--- config.mk ---
export PLATFORM = sky130hd
export DESIGN_NAME = freq_search_ctrl
export DESIGN_NICKNAME = d
export VERILOG_FILES = /design/src/rtl/fsc_pkg.sv /design/src/rtl/fsc_err_classify.sv /design/src/rtl/fsc_code_reg.sv /design/src/rtl/fsc_fsm.sv /design/src/rtl/freq_search_ctrl.sv
export SDC_FILE = /design/constraint.sdc
export NUM_CORES = 1
export LEC_CHECK = 0
export BUFFER_PORTS_ARGS = -buffer_cell sky130_fd_sc_hd__buf_4
export CORE_MARGIN = 2
export CORE_UTILIZATION = 50
export DETAILED_ROUTE_END_ITERATION = 8
export PLACE_DENSITY = 0.75
export SKIP_CTS_REPAIR_TIMING = 1
export SLEW_MARGIN = 20
export SYNTH_ARGS = -nofsm -noshare
export SYNTH_HDL_FRONTEND = slang
export SYNTH_SLANG_ARGS = --single-unit
--- constraint.sdc ---
create_clock -name clk -period 13.83 [get_ports clk]
set_input_delay 4.149 -clock clk [delete_from_list [all_inputs] [get_ports clk]]
set_output_delay 4.149 -clock clk [all_outputs]
set_load 0.05 [all_outputs]
--- src/rtl/fsc_pkg.sv ---
package fsc_pkg;
  typedef enum logic {ST_SEARCH = 1'b0, ST_LOCKED = 1'b1} fsc_state_e;
  localparam int unsigned N_STEP_LEVELS = 5;
endpackage

--- src/rtl/fsc_err_classify.sv ---
module fsc_err_classify #(
  parameter int unsigned ERR_W      = 20,
  parameter int unsigned CODE_W     = 12,
  parameter int unsigned LOCK_PPM   = 250,
  parameter int unsigned UNLOCK_PPM = 1000,
  parameter int unsigned STEP_SHIFT = 2,
  parameter int unsigned STEP_TH [fsc_pkg::N_STEP_LEVELS-1] = '{64000, 16000, 4000, 1000}
) (
  input  logic signed [ERR_W-1:0] err_i,
  output logic                    slow_o,
  output logic                    in_lock_o,
  output logic                    out_lock_o,
  output logic [CODE_W-1:0]       step_o
);
  localparam int unsigned MAG_W = ERR_W + 1;
  localparam int unsigned NLEV  = fsc_pkg::N_STEP_LEVELS;

  logic [MAG_W-1:0] mag;

  always_comb begin
    if (err_i[ERR_W-1]) mag = MAG_W'(-$signed({err_i[ERR_W-1], err_i}));
    else                mag = MAG_W'({1'b0, err_i});
  end

  assign slow_o     = !err_i[ERR_W-1] && (err_i != '0);
  assign in_lock_o  = (mag <= MAG_W'(LOCK_PPM));
  assign out_lock_o = (mag >  MAG_W'(UNLOCK_PPM));

  // first threshold met (largest first) selects the coarsest step
  always_comb begin
    step_o = CODE_W'(1);
    for (int k = NLEV - 2; k >= 0; k--) begin
      if (mag >= MAG_W'(STEP_TH[k]))
        step_o = CODE_W'(1) << (STEP_SHIFT * (NLEV - 1 - k));
    end
  end

  always_comb begin
    assert (!(in_lock_o && out_lock_o)) else $error("p_windows_disjoint_r6");
  end
endmodule

--- src/rtl/fsc_code_reg.sv ---
module fsc_code_reg #(
  parameter int unsigned CODE_W = 12
) (
  input  logic              clk,
  input  logic              rst,
  input  logic              clear_i,
  input  logic              inc_i,
  input  logic [CODE_W-1:0] step_i,
  output logic [CODE_W-1:0] code_o
);
  localparam logic [CODE_W-1:0] CODE_MAX = '1;

  logic [CODE_W:0] sum;
  assign sum = {1'b0, code_o} + {1'b0, step_i};

  always_ff @(posedge clk) begin
    if (rst || clear_i)  code_o <= '0;
    else if (inc_i)      code_o <= sum[CODE_W] ? CODE_MAX : sum[CODE_W-1:0];
  end

  p_clear_zero_r2: assert property (@(posedge clk) disable iff (rst)
    clear_i |=> code_o == '0);
  p_only_up_r4: assert property (@(posedge clk) disable iff (rst)
    !clear_i |=> code_o >= $past(code_o));
  p_sat_hold_r9: assert property (@(posedge clk) disable iff (rst)
    (code_o == CODE_MAX && !clear_i) |=> code_o == CODE_MAX);
endmodule

--- src/rtl/fsc_fsm.sv ---
module fsc_fsm
  import fsc_pkg::*;
(
  input  logic clk,
  input  logic rst,
  input  logic lol_i,
  input  logic take_i,
  input  logic slow_i,
  input  logic in_lock_i,
  input  logic out_lock_i,
  output logic clear_o,
  output logic inc_o,
  output logic fine_en_o
);
  fsc_state_e state, state_nx;

  assign clear_o = lol_i || (state == ST_LOCKED && take_i && out_lock_i);
  assign inc_o   = !lol_i && state == ST_SEARCH && take_i && slow_i && !in_lock_i;

  always_comb begin
    state_nx = state;
    if (lol_i)                                      state_nx = ST_SEARCH;
    else if (take_i && state == ST_SEARCH && in_lock_i)  state_nx = ST_LOCKED;
    else if (take_i && state == ST_LOCKED && out_lock_i) state_nx = ST_SEARCH;
  end

  always_ff @(posedge clk) begin
    if (rst) state <= ST_SEARCH;
    else     state <= state_nx;
  end

  assign fine_en_o = (state == ST_LOCKED);

  p_lol_drops_en_r2: assert property (@(posedge clk) disable iff (rst)
    lol_i |=> !fine_en_o);
  p_no_inc_locked_r7: assert property (@(posedge clk) disable iff (rst)
    fine_en_o |-> !inc_o);
endmodule

--- src/rtl/freq_search_ctrl.sv ---
module freq_search_ctrl #(
  parameter int unsigned ERR_W      = 20,
  parameter int unsigned CODE_W     = 12,
  parameter int unsigned LOCK_PPM   = 250,
  parameter int unsigned UNLOCK_PPM = 1000
) (
  input  logic                    clk,
  input  logic                    rst,
  input  logic                    lol,
  input  logic                    meas_valid,
  output logic                    meas_ready,
  input  logic signed [ERR_W-1:0] meas_err,
  output logic [CODE_W-1:0]       tune_code,
  output logic                    fine_en
);
  logic take, slow, in_lock, out_lock, clear, inc;
  logic [CODE_W-1:0] step;

  assign meas_ready = 1'b1;
  assign take       = meas_valid && meas_ready;

  fsc_err_classify #(
    .ERR_W(ERR_W), .CODE_W(CODE_W),
    .LOCK_PPM(LOCK_PPM), .UNLOCK_PPM(UNLOCK_PPM)
  ) u_classify (
    .err_i(meas_err), .slow_o(slow), .in_lock_o(in_lock),
    .out_lock_o(out_lock), .step_o(step)
  );

  fsc_fsm u_fsm (
    .clk(clk), .rst(rst), .lol_i(lol), .take_i(take), .slow_i(slow),
    .in_lock_i(in_lock), .out_lock_i(out_lock),
    .clear_o(clear), .inc_o(inc), .fine_en_o(fine_en)
  );

  fsc_code_reg #(.CODE_W(CODE_W)) u_code (
    .clk(clk), .rst(rst), .clear_i(clear), .inc_i(inc),
    .step_i(step), .code_o(tune_code)
  );

  p_idle_hold_r3: assert property (@(posedge clk) disable iff (rst)
    (!meas_valid && !lol) |=> ($stable(tune_code) && $stable(fine_en)));
  p_locked_frozen_r7: assert property (@(posedge clk) disable iff (rst)
    (fine_en && !lol) |=> (tune_code == $past(tune_code) || tune_code == '0));
  p_release_r8: assert property (@(posedge clk) disable iff (rst)
    ($fell(fine_en)) |-> tune_code == '0);
endmodule

# Yosys cells after proc, flatten, opt, wreduce, memory -nomap -nowiden
# Cells that the tools add are included.
[totals]
output_inout_bits = 14
ff_bits = 13
in_bits = 24
elab_cells = 36
[op_classes]
magnitude_cmp = 6
bitwise = 1
n_reduce_logical = 17
mux = 8
n_addsub = 2
[ops]
columns = ["op", "n"]
rows = [
  ["$ge 21x10->1 const B", 1],
  ["$ge 21x12->1 const B", 1],
  ["$ge 21x14->1 const B", 1],
  ["$ge 21x16->1 const B", 1],
  ["$gt 21x10->1 const B", 1],
  ["$le 21x8->1 const B", 1],
  ["$mux 21", 1],
  ["$neg 20->21", 1],
  ["$reduce_bool 20->1", 1],
  ["$add 12x12->13", 1],
  ["$mux 12", 1],
  ["$logic_and 1x1->1", 9],
  ["$mux 9", 1],
  ["$mux 7", 1],
  ["$mux 5", 1],
  ["$logic_not 1->1", 3],
  ["$mux 3", 1],
  ["$logic_or 1x1->1", 2],
  ["$mux 1", 2],
  ["$reduce_bool 2->1", 1],
  ["$reduce_or 2->1", 1],
  ["$not 1->1", 1],
]

# Logic depth before layout (Yosys ltp)
# Gate-level depths: netlist (run 1).
[logic_depth]
word_depth = 9
depth_mapped = 20
mapped_depth_nobuf = 19

# Cells and area by module
# A second synthesis (run 1) with hierarchy kept.
[hier_totals]
cells_unflattened = 259
hier_area_um2 = 1973.1
[modules_own_cells]
columns = ["mod", "cells_each", "seq_area_each_um2", "area_each_um2", "n_inst"]
rows = [
  ["fsc_err_classify", 146, 0.0, 969.7, 1],
  ["fsc_code_reg", 104, 240.2, 918.4, 1],
  ["fsc_fsm", 7, 20.0, 73.8, 1],
  ["freq_search_ctrl", 2, 0.0, 11.3, 1],
]

# Least setup slack after synthesis (run 1)
# No wires, ideal clock.
[synth_path]
path_type = "input-to-reg"
from = "in meas_err[0]"
to = "reg u_code.code_o[7]"
t_arrival_ns = 7.924
slack_ns = 5.789
setup_ns = 0.117
path_stages = 20
n_path_buf = 1
required_time_ns = 13.713
path_cell_list = "inv_1 -> ha_1 -> nor3b_1 -> nand2_1 -> o31ai_1 -> xor2_1 -> nand2b_1 -> nor3_1 -> or3b_2 -> nor2_1 -> ha_1 -> a21o_1 -> a31oi_1 -> o21bai_1 -> a31oi_1 -> or2_2 -> buf_1 -> nand2b_1 -> a21oi_1 -> nor3_1"
[synth_via]
elab_chain_len = 9
word_cells_on_any_way = 22
cone_classes = "2 x add/sub; 6 x order compare; 6 x mux; 8 x reduce/logical"
[synth_lines]
columns = ["item", "line_no", "text"]
rows = [
  ["from (decl)", "freq_search_ctrl.sv:12", "input logic signed [ERR_W-1:0] meas_err,"],
  ["$neg 20->21", "fsc_err_classify.sv:21", "if (err_i[ERR_W-1]) mag = MAG_W'(-$signed({err_i[ERR_W-1], err_i}));"],
  ["$mux 21", "fsc_err_classify.sv:21", ""],
  ["$ge 21x10->1", "fsc_err_classify.sv:33", "if (mag >= MAG_W'(STEP_TH[k]))"],
  ["$mux 3", "fsc_err_classify.sv:33", ""],
  ["$mux 5", "fsc_err_classify.sv:33", ""],
  ["$mux 7", "fsc_err_classify.sv:33", ""],
  ["$mux 9", "fsc_err_classify.sv:33", ""],
  ["$add 12x12->13", "fsc_code_reg.sv:14", "assign sum = {1'b0, code_o} + {1'b0, step_i};"],
  ["$mux 12", "fsc_code_reg.sv:18", "else if (inc_i) code_o <= sum[CODE_W] ? CODE_MAX : sum[CODE_W-1:0];"],
  ["to (signal assigned)", "fsc_code_reg.sv:18", ""],
  ["to (decl)", "fsc_code_reg.sv:9", "output logic [CODE_W-1:0] code_o"],
]
# Parallel ways exist; a longest one is shown, timed or not.
# A chain may end at the register's enable or synchronous reset.

# Final worst setup path (run 1)
[layout_path]
from = "in meas_err[0]"
to = "reg u_code.code_o[11]"
# The elaborated chain is that of the path after synthesis.

==> results.txt, run 1 <==
CTS root buf: clkbuf_4
Num CTS Buffers: 3
CTS tree: built
Cell depth of the worst setup path: 20
DR vias: 1807
Slew HR: 28.9%
Synth area leaders: dfxtp_1 (16%), ha_1 (5.2%), nand2_1 (5.2%)
DR vias/cell: 6.02
Top cell family by delay on the critical path: simple AND/OR/NAND/NOR gates
Crit path buf inv count: 3
H-tree Lvls: 1
CP max FO: 8
Final non-filler cell total: 300
Endpoints failing hold: 0
Reg2reg path depth: 10
First-pass GRT wire length: 6310 um
Critical-path top delay cell: nor3b_1
TNS Setup: 0 ps
Hpwl dp: 3120 um
Die H: 61.8 um
Post-Syn Nets: 261
Top FF cell, synth: dfxtp_1
Mapped Cells: 230
Vias in the first global route: 1476
Most frequent cells in the layout: buf_4 (36), nor2_1 (23), nand2_1 (23)
Core box area: 0.00313 sq mm
Worst Hold Class: register to register
Synth Register Bits: 13
CP Launch Type: input pin
Post-synth ARST share: 0%
Measured slew at the worst slew-check pin: 1050 ps
ANT cells: 0
Seq/Total Area, Yosys: 15.6%
Row count: 20
Syn_area_per_cell: 7.27 sq um
Worst EP required: 13970 ps
Maximum clock insertion buffer count: 2
Leading cell type in the layout, fill and taps excluded: buf_4
Final setup viols: 0
Period utilization: 60.8%
Placed cell count: 296
Min Hold Slack: 524 ps
Max cap viols: 0
Initial antenna violation count: 0
Met3 wire len: 192 um
Post-synth EDFFs: 0
Slowest Stage Delay on Critical Path: 570 ps
WL final: 4130 um
Share of layout cells above drive strength 1: 20.7%
Die width: 61.8 um
Minimum clock period: 8410 ps
Drt first pass iters: 4
WL met2: 1980 um
Power Dens Cells: 50.0 mW/mm^2
Clk pin slew, worst setup/hold paths: 90 ps
Drt wl/cell: 13.8 um
Fmax: 119 MHz
Met1 wire length: 1930 um
IO Count: 38
Fin util: 62.0%
RSZ-0062 raised after global routing: no
Fin nets: 288
Worst-Skew Late Latency: 280 ps
Antenna-violating nets left: 0
DIE AREA: 0.00382 sq mm
Initial DRC count: 143
Final slew viol count: 0
Clk_skew: 8.38 ps
Clk sinks: 13
Pleak: 0.767 nW
Number of port buffers: 36
Top Layer Used: met4
Peak supply drop: 0.0464 mV
Status: finished, final reports clean
Worst Setup End Kind: register
WP data arrival: 8550 ps
Total GRT Usage: 21.3%
Crit Path Class: input pin to register
CP cell instances: buf_4 -> inv_1 -> ha_1 -> nor3b_1 -> nand2_1 -> o31ai_1 -> xor2_1 -> nand2b_1 -> nor3_1 -> or3b_2 -> nor2_1 -> ha_1 -> a31oi_1 -> inv_1 -> a31oi_1 -> o21bai_1 -> a31oi_1 -> nor2_1 -> a41oi_1 -> a311oi_1
DRC viols: 0
Starting Density: 53.4%
Grt total ovfl: 0
Synth warn: 0
Post-Syn Area: 0.00167 sq mm
Synth top area share: 15.6%
R2r setup slk: 11540 ps
Hold path cells: 2
Cell accounting for the most synthesized area: dfxtp_1
Post-synthesis cell type count: 59
RD Place Congestion: 0.827
CP most frequent cell: a31oi_1
P&R area growth vs syn: 16.1%
Largest net degree at the start of global routing: 31
## power by group
part	internal (mW)	switching (mW)	total, mW
clock network	0.0112	0.0128	0.0240
logic	0.0139	0.0209	0.0348
registers	0.0378	0.000355	0.0381
## flip-flops by register name (all words and copies together) (netlist names)
name and count:
u_code.code_o 12, u_fsm.fine_en_o 1
## synthesized netlist by cell type (5+ instances only)
cell type	number
o21ai_0	7
nor2_1	23
a21oi_1	9
nor3_1	15
a311oi_1	5
dfxtp_1	13
inv_1	10
ha_1	7
a31oi_1	11
nand2_1	23
xor2_1	8
o31ai_1	7
xnor2_1	7
## kinds of logic after synthesis
family	count (synthesis)	share of synthesized area (%)
buffers and inverters	24	7.19
other	1	0.224
adder cells (fa/ha/maj)	7	5.24
flip-flops	13	15.6
multiplexers	2	1.27
XOR/XNOR	15	7.86
AO/OA/AOI/OAI	66	29.3
AND/OR/NAND/NOR	102	33.4
## layout make-up
cell class                      count  area, sq um
Inverter                           10         37.5
Tap cell                           44         55.1
Multi-Input combinational cell    193         1290
Fill cell                         296         1190
Clock buffer                        4         26.3
Sequential cell                    13          260
Timing Repair Buffer               36          270
## final timing paths
check                                 startpoint                end
worst max-delay path                 meas_err[0]  u_code.code_o[11]
worst min-delay path            u_code.code_o[2]   u_code.code_o[2]
worst max register to register  u_code.code_o[0]   u_code.code_o[5]
worst min register to register  u_code.code_o[2]   u_code.code_o[2]
## metrics by stage
step           setup WS (ps)  total power [mW]  cell area (sq um)
2_1_floorplan           5790            0.0629               1670
3_3_place_gp            5280            0.0734               1910
3_5_place_dp            5220            0.0734               1910
4_1_cts                 5470            0.0971               1940
5_1_grt                 5050             0.102               1940
6_report                5420            0.0970               1940
## per-layer routing
metal  GRT usage, %  vias to the layer above
li1               -                      935
met1           28.3                      822
met2           36.8                       46
met3           1.66                        4
met4           6.08                        0
met5              0                        -
## worst register-to-register path: cells and delay by family (launching register included)
family,cells,cell delay (ps)
AO/OA/AOI/OAI,5,1000
flip-flops,1,330
AND/OR/NAND/NOR,3,410
adder cells (fa/ha/maj),2,420
Note: power is estimated with default switching activity, not from simulation.
==> run 2, diff against run 1 <==
--- a/config.mk
+++ b/config.mk
@@ -7,9 +7,9 @@
 export LEC_CHECK = 0
 export BUFFER_PORTS_ARGS = -buffer_cell sky130_fd_sc_hd__buf_4
 export CORE_MARGIN = 2
-export CORE_UTILIZATION = 50
+export CORE_UTILIZATION = 49
 export DETAILED_ROUTE_END_ITERATION = 8
-export PLACE_DENSITY = 0.75
+export PLACE_DENSITY = 0.76
 export SKIP_CTS_REPAIR_TIMING = 1
 export SLEW_MARGIN = 20
 export SYNTH_ARGS = -nofsm -noshare
==> constraint.sdc (replaced) <==
create_clock -name clk -period 6.8 [get_ports clk]
set_input_delay 2.04 -clock clk [delete_from_list [all_inputs] [get_ports clk]]
set_output_delay 2.04 -clock clk [all_outputs]
set_load 0.05 [all_outputs]
==> results.txt, run 2 (synthesized netlist as in run 1, its figures left out) <==
Worst Setup End Kind: register (unchanged)
Endpoints failing hold: 0 (unchanged)
Fin nets: 291 (was 288)
Period utilization: 89.6%
Biggest register: u_code.code_o (unchanged)
Die width: 62.4 um (was 61.8 um)
Initial antenna violation count: 0 (unchanged)
Routing usage on met1: 31.4% (was 28.3%)
Final setup viols: 0 (unchanged)
Measured slew at the worst slew-check pin: 711 ps (was 1050 ps)
CP Launch Type: input pin (unchanged)
CTS tree: built (unchanged)
RD Place Congestion: 0.927 (was 0.827)
Grt met2 use: 36.3% (was 36.8%)
CTS root buf: clkbuf_4 (unchanged)
TNS Setup: 0 ps (unchanged)
First-pass GRT wire length: 7450 um (was 6310 um)
WP data arrival: 6230 ps (was 8550 ps)
WL final: 4280 um (was 4130 um)
Clk pin slew, worst setup/hold paths: 80 ps (was 90 ps)
HP Start: u_code.code_o[2] (unchanged)
Core box area: 0.00331 sq mm (was 0.00313 sq mm)
DR vias/cell: 5.98 (was 6.02)
Worst EP required: 6930 ps (was 13970 ps)
Vias in the first global route: 1661 (was 1476)
H-tree Lvls: 1 (unchanged)
Worst-Skew Late Latency: 280 ps (about the same)
Total GRT Usage: 22.7% (was 21.3%)
Maximum clock insertion buffer count: 2 (unchanged)
Number of port buffers: 36 (unchanged)
RR Startpoint: u_code.code_o[0] (unchanged)
Clk_skew: 8.23 ps (was 8.38 ps)
Leading cell type in the layout, fill and taps excluded: buf_4 (unchanged)
Clk sinks: 13 (unchanged)
Status: finished, final reports clean (unchanged)
Starting Density: 50.5% (was 53.4%)
Setup crit start: meas_err[0] (unchanged)
IO Count: 38 (unchanged)
Largest net degree at the start of global routing: 31 (unchanged)
Max cap viols: 0 (unchanged)
DR vias: 1824 (was 1807)
Grt total ovfl: 0 (unchanged)
Hpwl dp: 3260 um (was 3120 um)
DRC viols: 0 (unchanged)
Worst setup margin: 705 ps (was 5420 ps)
Max reg flops: 12 (unchanged)
Initial DRC count: 175 (was 143)
RSZ-0062 raised after global routing: no (unchanged)
Pleak: 0.782 nW (was 0.767 nW)
ANT cells: 0 (unchanged)
GR Util met3: 3.42% (was 1.66%)
P&R area growth vs syn: 18.0% (was 16.1%)
Antenna-violating nets left: 0 (unchanged)
DIE AREA: 0.00389 sq mm (was 0.00382 sq mm)
Share of layout cells above drive strength 1: 22.0% (was 20.7%)
Crit Path Class: input pin to register (unchanged)
Tot Pwr: 0.198 mW (was 0.0970 mW)
Peak supply drop: 0.0802 mV (was 0.0464 mV)
Row count: 21 (was 20)
GRT busiest layer: met2 (unchanged)
Fmax: 164 MHz
Slew HR: 52.4% (was 28.9%)
Drt first pass iters: 4 (unchanged)
Minimum clock period: 6100 ps
Final slew viol count: 0 (unchanged)
Pre-CTS setup slack: 447 ps (was 5220 ps)
Power Dens Cells: 100 mW/mm^2 (was 50.0 mW/mm^2)
Num CTS Buffers: 3 (unchanged)
Drt wl/cell: 14.0 um (was 13.8 um)
Worst Hold Class: register to register (unchanged)
CP max FO: 6 (was 8)
Most frequent cells in the layout: buf_4 (39), nor2_1 (23), nand2_1 (23) (was buf_4 (36), nor2_1 (23), nand2_1 (23))
Die H: 62.4 um (was 61.8 um)
## run 2: changes by cell type in the layout (fill, tap and decap cells not counted), sizes merged
cell	previous run	this run
buf	36	39
## run 2: area by class of cell
type	instances	area [sq um]
fill	322	1340
multi-input combinational	193	1300
sequential	13	260
tap	46	57.6
timing repair buffer	39	293
inverter	10	37.5
clock buffer	4	26.3
## run 2: path summary, 6_finish.rpt
check | endpoint | slack [ps] | depth (start not counted)
setup / recovery | u_code.code_o[11] | 700 | 19
hold / removal | u_code.code_o[2] | 530 | 2
setup reg to reg | u_code.code_o[5] | 4470 | 10
hold reg to reg | u_code.code_o[2] | 530 | 2
## run 2: where the power goes
part	switching (mW)	internal [mW]
combinational	0.0431	0.0289
sequential	0.000746	0.0768
clock	0.0256	0.0228
total	0.0694	0.128
## run 2: per-layer routing
layer / vias up / wire, um
li1: 942 / -
met4: 0 / 51
met2: 67 / 1920
met3: 6 / 283
met1: 809 / 2030
met5: - / 0
## run 2: through the flow
stage          area (sq um)  hold slack, ps  util [%]  instances
3_5_place_dp           1940             519      58.6        301
5_1_grt                1970             563      59.6        305
2_1_floorplan          1670             723         -        230
4_1_cts                1970             531      59.4        305
3_3_place_gp           1940             514      58.6        301
6_report               1970             535      59.6        305
## run 2: critical path: stages
cell and delay (ps):
buf_4 120, inv_1 80, ha_1 240, nor3b_1 520
nand4_1 260, o41a_1 430, o211ai_1 100, nand3_1 140
or3b_2 470, nor2_1 120, ha_1 270, a31oi_1 240
inv_1 80, a31oi_1 240, o21bai_1 130, a31oi_1 290
nor2_1 100, a41oi_1 270, a311oi_1 90
==> run 3, diff against run 2 <==
--- a/config.mk
+++ b/config.mk
@@ -9,7 +9,7 @@
 export CORE_MARGIN = 2
 export CORE_UTILIZATION = 49
 export DETAILED_ROUTE_END_ITERATION = 8
-export PLACE_DENSITY = 0.76
+export PLACE_DENSITY = 0.86
 export SKIP_CTS_REPAIR_TIMING = 1
 export SLEW_MARGIN = 20
 export SYNTH_ARGS = -nofsm -noshare
==> results.txt, run 3 (synthesized netlist as in run 1, its figures left out) <==
Status: finished, final reports clean (unchanged)
Max reg flops: 12 (unchanged)
Slew HR: 52.7% (was 52.4%)
TNS Setup: 0 ps (unchanged)
CP Launch Type: input pin (unchanged)
Num CTS Buffers: 3 (unchanged)
DR vias/cell: 6.07 (was 5.98)
Largest net degree at the start of global routing: 31 (unchanged)
Most frequent cells in the layout: buf_4 (38), nor2_1 (23), nand2_1 (23) (was buf_4 (39), nor2_1 (23), nand2_1 (23))
Vias in the first global route: 1688 (was 1661)
IO Count: 38 (unchanged)
Maximum clock insertion buffer count: 2 (unchanged)
RD Place Congestion: 0.901 (was 0.927)
Total GRT Usage: 22.9% (was 22.7%)
HP Start: u_code.code_o[2] (unchanged)
Hpwl dp: 3370 um (was 3260 um)
RSZ-0062 raised after global routing: no (unchanged)
Core box area: 0.00331 sq mm (unchanged)
Antenna-violating nets left: 0 (unchanged)
Clk_skew: 1.76 ps (was 8.23 ps)
DRC viols: 0 (unchanged)
RR Startpoint: u_code.code_o[2] (was u_code.code_o[0])
Period utilization: 91.6% (was 89.6%)
Share of layout cells above drive strength 1: 22.1% (was 22.0%)
Crit Path Class: input pin to register (unchanged)
WL final: 4350 um (was 4280 um)
Number of port buffers: 36 (unchanged)
Hold path cells: 2 (unchanged)
Pleak: 0.780 nW (was 0.782 nW)
Leading cell type in the layout, fill and taps excluded: buf_4 (unchanged)
Drt wl/cell: 14.3 um (was 14.0 um)
P&R area growth vs syn: 17.9% (was 18.0%)
Worst-Skew Late Latency: 280 ps (about the same)
Worst Setup End Kind: register (unchanged)
Biggest register: u_code.code_o (unchanged)
Worst Hold Class: register to register (unchanged)
Measured slew at the worst slew-check pin: 707 ps (was 711 ps)
Final slew viol count: 0 (unchanged)
Minimum clock period: 6230 ps (was 6100 ps)
Die width: 62.4 um (unchanged)
Min Hold Slack: 526 ps (was 535 ps)
Endpoints failing hold: 0 (unchanged)
First-pass GRT wire length: 7530 um (was 7450 um)
Initial DRC count: 154 (was 175)
Starting Density: 50.5% (unchanged)
DIE AREA: 0.00389 sq mm (unchanged)
Fin nets: 290 (was 291)
Drt first pass iters: 4 (unchanged)
Max cap viols: 0 (unchanged)
R2r setup slk: 4420 ps (was 4470 ps)
Worst hold endpoint: u_code.code_o[2] (unchanged)
Fmax: 160 MHz (was 164 MHz)
Final setup viols: 0 (unchanged)
Power Dens Cells: 101 mW/mm^2 (was 100 mW/mm^2)
DR vias: 1846 (was 1824)
CTS tree: built (unchanged)
CTS root buf: clkbuf_4 (unchanged)
Clk pin slew, worst setup/hold paths: 80 ps (about the same)
Initial antenna violation count: 0 (unchanged)
Grt total ovfl: 0 (unchanged)
Die H: 62.4 um (unchanged)
Worst EP required: 6940 ps (was 6930 ps)
ANT cells: 0 (unchanged)
Reg-to-reg endpoint: u_code.code_o[11] (was u_code.code_o[5])
Reg2reg path depth: 9 (was 10)
Row count: 21 (unchanged)
Peak supply drop: 0.0957 mV (was 0.0802 mV)
CP max FO: 8 (was 6)
WP data arrival: 6370 ps (was 6230 ps)
Clk sinks: 13 (unchanged)
H-tree Lvls: 1 (unchanged)
==> run 3: changes by cell type in the layout (fill, tap and decap cells not counted) <==
| cell | delta |
|---|---|
| buf_4 | -1 |
| nor3b_1 | -1 |
| nor3b_2 | +1 |
==> run 3: worst max-delay path by stage <==
stage | to | slack, ps | from
after CTS | u_code.code_o[11] | 460 | meas_err[0]
after global placement | u_code.code_o[11] | 400 | meas_err[0]
after global routing | u_code.code_o[11] | 190 | meas_err[0]
final | u_code.code_o[11] | 570 | meas_err[0]
after floorplan | u_code.code_o[7] | 870 | meas_err[0]
after detailed placement | u_code.code_o[11] | 160 | meas_err[0]
==> run 3: where the power goes <==
part | switching, mW | internal [mW] | total (mW)
Sequential | 0.000769 | 0.0769 | 0.0776
Clock | 0.0267 | 0.0228 | 0.0496
Combinational | 0.0437 | 0.0290 | 0.0727
Total | 0.0712 | 0.129 | 0.200
==> run 3: routing by layer <==
layer,GRT usage (%),share of wire (%),up-vias
met5,0,0,-
met2,40.3,51,60
met1,29.3,44,846
met4,6.67,0.64,0
li1,-,-,937
met3,2.88,4.4,3
==> run 3: cell type report <==
class | count | area, sq um
inverters | 10 | 37.5
repair buffers | 38 | 285
clock buffers | 4 | 26.3
multi-input cells | 193 | 1300
well taps | 46 | 57.6
flip-flops and latches | 13 | 260
fillers | 315 | 1340
==> run 3: critical path: stages <==
cell and delay, ps:
buf_4 120, inv_1 90, ha_1 230, nor3b_2 340
nand2_1 300, o31ai_1 340, xor2_1 270, nand2b_1 160
nor3_1 50, or3b_2 490, nor2_1 110, ha_1 260
a31oi_1 250, inv_1 90, a31oi_1 300, o21bai_1 150
a31oi_1 330, nor2_1 100, a41oi_1 260, a311oi_1 70
==> run 3: through the flow <==
stage / utilization (%) / cells / area, sq um / power, mW / setup WS, ps
finish: 59.5 / 304 / 1970 / 0.200 / 569
global route: 59.5 / 304 / 1970 / 0.213 / 192
CTS: 59.4 / 304 / 1970 / 0.200 / 458
detailed placement: 58.6 / 300 / 1940 / 0.151 / 164
global placement: 58.4 / 300 / 1930 / 0.149 / 404
floorplan: - / 230 / 1670 / 0.128 / 868
